<file path="src/rtl/i2c_regport.sv">
module i2c_regport #(
  parameter int NREG = 32,
  parameter logic [6:0] DEV_ADDR = 7'h44,
  parameter int STRAP_POS = 1
) (
  input  logic                clk,
  input  logic                rst_n,
  input  logic                mode_alt,
  input  logic                strap,
  input  logic                scl_in,
  input  logic                sda_in,
  output logic                sda_oe,
  output logic                so_hiz,
  output logic                wr_en,
  output logic [$clog2(NREG)-1:0] wr_addr,
  output logic [7:0]          wr_data,
  output logic [NREG*8-1:0]   regs_o
);
  localparam int PW = $clog2(NREG);
  localparam logic [PW-1:0] PONE = 1;
  localparam logic [PW-1:0] PTOP = PW'(NREG - 1);

  typedef enum logic [2:0] {S_IDLE, S_RX, S_ACKWAIT, S_ACKDRV, S_SKIP} state_t;
  typedef enum logic [1:0] {K_ADDR, K_PTR, K_DATA} kind_t;

  state_t state;
  kind_t kind;
  logic [2:0] scl_p, sda_p;
  logic [6:0] shreg;
  logic [2:0] bitcnt;
  logic [PW-1:0] ptr;
  logic [7:0] regs [NREG];

  wire scl_s = scl_p[1];
  wire scl_d = scl_p[2];
  wire sda_s = sda_p[1];
  wire sda_d = sda_p[2];
  wire start_c = scl_s & scl_d & sda_d & ~sda_s;
  wire stop_c  = scl_s & scl_d & ~sda_d & sda_s;
  wire rise = scl_s & ~scl_d;
  wire fall = ~scl_s & scl_d;
  wire [7:0] byte_w = {shreg, sda_s};
  wire [6:0] my_addr = DEV_ADDR | (7'(strap) << STRAP_POS);

  assign sda_oe = (state == S_ACKDRV);
  assign so_hiz = ~mode_alt;

  always_ff @(posedge clk) begin
    if (!rst_n) begin
      scl_p <= '1;
      sda_p <= '1;
    end else begin
      scl_p <= {scl_p[1:0], scl_in};
      sda_p <= {sda_p[1:0], sda_in};
    end
  end

  always_ff @(posedge clk) begin
    if (!rst_n) begin
      state   <= S_IDLE;
      kind    <= K_ADDR;
      shreg   <= '0;
      bitcnt  <= '0;
      ptr     <= '0;
      wr_en   <= 1'b0;
      wr_addr <= '0;
      wr_data <= '0;
    end else begin
      wr_en <= 1'b0;
      if (mode_alt) begin
        state <= S_IDLE;
      end else if (start_c) begin
        state  <= S_RX;
        kind   <= K_ADDR;
        bitcnt <= '0;
      end else if (stop_c) begin
        state <= S_IDLE;
      end else begin
        case (state)
          S_RX: if (rise) begin
            shreg  <= byte_w[6:0];
            bitcnt <= bitcnt + 3'd1;
            if (bitcnt == 3'd7) begin
              case (kind)
                K_ADDR: begin
                  if (byte_w[7:1] == my_addr && !byte_w[0]) begin
                    state <= S_ACKWAIT;
                    kind  <= K_PTR;
                  end else begin
                    state <= S_SKIP;
                  end
                end
                K_PTR: begin
                  ptr   <= byte_w[PW-1:0];
                  kind  <= K_DATA;
                  state <= S_ACKWAIT;
                end
                default: begin
                  wr_en   <= 1'b1;
                  wr_addr <= ptr;
                  wr_data <= byte_w;
                  ptr     <= (ptr == PTOP) ? '0 : ptr + PONE;
                  state   <= S_ACKWAIT;
                end
              endcase
            end
          end
          S_ACKWAIT: if (fall) state <= S_ACKDRV;
          S_ACKDRV: if (fall) begin
            state  <= S_RX;
            bitcnt <= '0;
          end
          default: ;
        endcase
      end
    end
  end

  always_ff @(posedge clk) begin
    if (!rst_n) begin
      for (int i = 0; i < NREG; i++) regs[i] <= '0;
    end else if (wr_en) begin
      regs[wr_addr] <= wr_data;
    end
  end

  for (genvar g = 0; g < NREG; g++) begin : g_flat
    assign regs_o[g*8 +: 8] = regs[g];
  end
endmodule

</file>
<file path="config.mk">
export PLATFORM = sky130hd
export DESIGN_NAME = i2c_regport
export DESIGN_NICKNAME = d
export VERILOG_FILES = /design/src/rtl/i2c_regport.sv
export SDC_FILE = /design/constraint.sdc
export NUM_CORES = 1
export LEC_CHECK = 0
export BUFFER_PORTS_ARGS = -buffer_cell sky130_fd_sc_hd__buf_2
export CORE_MARGIN = 1.5
export CORE_UTILIZATION = 58
export DETAILED_ROUTE_END_ITERATION = 10
export GPL_ROUTABILITY_DRIVEN = 1
export HOLD_SLACK_MARGIN = 0.02
export PLACE_DENSITY = 0.91
export SYNTH_ARGS = -nofsm -noshare
export SYNTH_HDL_FRONTEND = slang
export SYNTH_SLANG_ARGS = --single-unit
</file>
<file path="constraint.sdc">
create_clock -name clk -period 4.08 [get_ports clk]
set_clock_uncertainty 0.1 [all_clocks]
set_input_delay 0.816 -clock clk [delete_from_list [all_inputs] [get_ports clk]]
set_output_delay 0.816 -clock clk [all_outputs]
set_load 0.02 [all_outputs]
</file>
# Word level (Yosys, flattened, before mapping)
# Memories as Yosys holds them, arrays and structs flattened.
# Cells that the tools add are included.
# word_totals
mem_bits_rw,256
n_memories,1
inputBits,6
reg_bits,40
# memory_table
name,words,width,rd,rd_ports_with_merged_regs,wr,line_no,source
regs,32,8,32,0,32,32,logic [7:0] regs [NREG];
# classes
n_reduce_logical,22
mux,31
n_eq_ne,19
add_sub_neg,2
bitwise,20
# ops
cell,n
two-way mux 3 bit,10
AND reduction 7 bit,3
AND reduction 5 bit,4
NOT 1 bit,13
two-way mux 2 bit,6
"!= test 4 bit, second input constant",3
two-way mux 5 bit,2
one-hot mux 5 bit (2 select lines),1
one-hot mux 3 bit (3 select lines),1
nonzero test 3 bit,3
two-way mux 1 bit,8
two-way mux 8 bit,1
"!= test 2 bit, second input constant",4
OR reduction 8 bit,1
bitwise AND 1 bit,7
== test 7 bit,1
OR reduction 7 bit,1
"== test 3 x 2 -> 1 bit, second input constant",2
"!= test 3 bit, second input constant",2
one-hot mux 3 bit (2 select lines),1
nonzero test 2 bit,3
"adder 5 x 1 -> 5 bit, second input constant",1
"== test 5 bit, second input constant",1
nonzero test 5 bit,1
13 further kinds,14

# Depth between registers and ports, before layout
# depth
word_depth,9
mapped_depth,7

# Worst setup path before layout
# No wires, ideal clock.
# synth_timing
path_type,input to register
from,input rst_n
to,"memory regs[20][0], enable pin"
setup_ps,384
arrival_ps,2317
stages,6
slack_ps,1279
path_buffers,3
path_cell_list,buf_2 > nand2_1 > or3_1 > clkbuf_1 > buf_2 > o21ai_0
# synth_rtl
item,line_no,source
start: declaration,7,"input logic rst_n,"
end: declaration,32,

==> metrics.csv <==
metric,value,unit
syn_inst,813,
crit_type,flop to flop,
diodes,0,
required,4.13,ns
worstPathCellList,or3b_1 -> o21ai_0,
cp-end-kind,flop,
avgSynthCellArea,14.3,µm²
utilization,73.6,%
drt_iter0_markers,434,
drt_first_pass_iters,4,
status,completed,
postPlaceCellArea,0.0134,mm²
slowest_stage,o21ai_0,
maxSlewHeadroom,26.9,%
worst_setup_path_start_kind,flop,
dpl.cell_count,1347,
vdd_drop_max,387,µV
synth-main-ff-cell,edfxtp_1,
yosys.area_share.simple,19.4,%
num_io_pins,278,
grt_pass1_wl,40.4,mm
min_period,2.49,ns
rows,51,
die_y,144,µm
cts.path.max_buffers,3,
clk_pin_slew,0.07,ns
fp.dieW,144,µm
cts_resized,0,
nNetsFinal,1123,
synth-seq-cells,296,
synth_mux_area_share,2.16,%
totalPowerFinal,6.47,mW
grt_overflow,0,
track_usage,26.2,%
p_leak,5.84,nW
finalCritPeriodShare,61.0,%
core,0.0195,mm²
synth_top_family_by_area,simple AND/OR/NAND/NOR gates,
synth_adder_area_share,0.432,%
vias,7529,
hold_violations,0,
post_cts_buffers,0,
yosys_warnings,0,
root_buffer,clkbuf_16,
die_area,0.0208,mm²
cts_tree,yes,
ys_seq_area_share,73.2,%
dp_slack,1.12,ns
syn_area,0.0116,mm²
avgViaCountPerCell,5.37,
tightest_slew,1.08,ns
synth_compound_area_share,2.73,%
area_growth,24.0,%
fmax,402,MHz
drv_slew,0,
wirelength,28.0,mm
synth_xor_area_share,0.227,%
grt_max_degree,35,
htreeDepth,1,
clock_latency,0.53,ns
rsz0062_at_grt,false,
crit_fanout,10,
dpl.hpwl,18.3,mm
yosys.cell_types.count,47,
clock-sinks,296,
place_congestion,0.818,
drc,0,
fin_setup_tns,0,ns
power_density,450,mW/mm²
antenna_found_initial,0,
fin_ws,1.59,ns
postRouteAntennaNets,0,
cts_made_buffers,29,
buffer_ports.inserted,277,
hold_buffers,0,
wl_per_cell,20.0,µm
drive_gt1_share,32.9,%
setup_viol,0,
critPathMaxStageDelay,0.88,ns
syn_nets,823,
whs,0.301,ns
start_util,59.4,%
layoutNonFillerInstCount,1401,
cp.arrival,2.54,ns
fin_area,0.0144,mm²
hold_class,flop to flop,
synth_edf_count,256,
drv_cap,0,
grt_pass1_vias,7051,
ys_async_sr_fraction,0,%
-- synthesized netlist by cell type (all sizes together), types with 2 or more instances --
| library cell | n | area share (%) |
|---|---|---|
| and2 | 256 | 14 |
| edfxtp | 256 | 66 |
| nor2 | 62 | 2.2 |
| clkbuf | 42 | 1.4 |
| dfxtp | 40 | 6.9 |
| o21ai | 34 | 1.5 |
| mux2i | 25 | 2.2 |
| nand2 | 12 | 0.39 |
| nand2b | 8 | 0.43 |
| buf | 7 | 0.32 |
| nand3b | 6 | 0.39 |
| a31oi | 5 | 0.27 |
| nand3 | 5 | 0.26 |
| nor3 | 5 | 0.22 |
| and3 | 4 | 0.22 |
| ha | 4 | 0.43 |
| nand4b | 4 | 0.30 |
| nor2b | 4 | 0.22 |
| a211oi | 3 | 0.19 |
| inv | 3 | 0.097 |
| a21oi | 2 | 0.086 |
| clkinv | 2 | 0.065 |
| nand4 | 2 | 0.16 |
| nor4bb | 2 | 0.17 |
| o21a | 2 | 0.13 |
| or3 | 2 | 0.11 |
| xnor2 | 2 | 0.15 |
-- flip-flops by register name (all words and copies together) (netlist names), 2 cells and up --
register,cells
sda_p,3
ptr,5
regs,256
wr_data,8
state,3
scl_p,3
wr_addr,5
kind,2
shreg,7
bitcnt,3
-- placed cells by master, fill, tap and decap left out, types with 2 or more instances in the layout --
master | synthesis | routed
dfxtp_1 | 40 | 40
or3_1 | 2 | 2
nand2_1 | 12 | 12
edfxtp_1 | 256 | 256
and2_1 | 256 | 256
buf_2 | 6 | 277
nand4b_1 | 4 | 4
inv_1 | 3 | 6
nor3_1 | 5 | 5
clkbuf_16 | 0 | 30
nand3b_1 | 6 | 6
xnor2_1 | 2 | 2
a31oi_1 | 5 | 5
nand3_1 | 4 | 4
o21a_1 | 2 | 2
and3_1 | 4 | 4
nor4bb_1 | 2 | 2
o21ai_0 | 34 | 34
clkinv_2 | 0 | 6
nor2_4 | 2 | 2
nor2b_1 | 4 | 4
clkinv_1 | 2 | 6
clkbuf_8 | 0 | 3
nand2b_1 | 8 | 8
nor2_1 | 56 | 56
a211oi_1 | 3 | 3
buf_4 | 1 | 41
mux2i_1 | 25 | 25
a21oi_1 | 2 | 2
bufinv_16 | 0 | 2
ha_1 | 4 | 4
nor2_2 | 4 | 4
clkbuf_1 | 41 | 2
-- report_power, final --
| part | leakage (nW) | internal [mW] | switching [mW] | total (mW) |
|---|---|---|---|---|
| clock network | 0.483 | 1.52 | 1.08 | 2.60 |
| registers | 2.75 | 3.41 | 0.0463 | 3.46 |
| logic | 2.60 | 0.116 | 0.301 | 0.417 |
| total | 5.84 | 5.05 | 1.43 | 6.47 |
-- final timing paths --
path	endpoint	cells past startpoint	start	slack (ns)
min reg2reg	sda_p[1]$_SDFF_PN1_	1	sda_p[0]$_SDFF_PN1_	0.30
max	regs[18][4]$_SDFFCE_PN0P_	2	wr_addr[4]$_SDFFE_PN0P_	1.59
max reg2reg	regs[18][4]$_SDFFCE_PN0P_	2	wr_addr[4]$_SDFFE_PN0P_	1.59
min	sda_p[1]$_SDFF_PN1_	1	sda_p[0]$_SDFF_PN1_	0.30
-- cells by family (layout without fill, tap and decap cells) --
group / count (synthesis) / after routing
buffers and inverters: 54 / 377
DFF: 296 / 296
adders and majority gates: 4 / 4
AOI/OAI and AO/OA: 54 / 54
xor gates and xnor gates: 3 / 3
muxes: 25 / 25
and+or+nand+nor: 377 / 377
-- routing by layer --
metal	routed length, µm	track usage [%]	vias up	share of wire [%]
met5	0	0	-	0
met4	601	7.81	0	2.1
met3	2250	5.33	44	8.0
met2	14200	45.9	353	51
met1	10900	33.2	3696	39
li1	-	-	3436	-
-- critical path, delay by kind of cell, from the launching register on --
family / cells / cell delay (ns)
compound gates: 1 / 0.88
flops: 1 / 0.53
simple gates: 1 / 0.59
-- cell type report --
cell class	instances	area, µm²
clock inverter	19	150
fill	1221	5150
multi-input combinational	463	2890
clock buffer	35	800
tap	265	332
sequential	296	8490
timing repair buffer	318	1690
inverter	5	18.8
No activity file was read; power rests on OpenSTA's default activity.
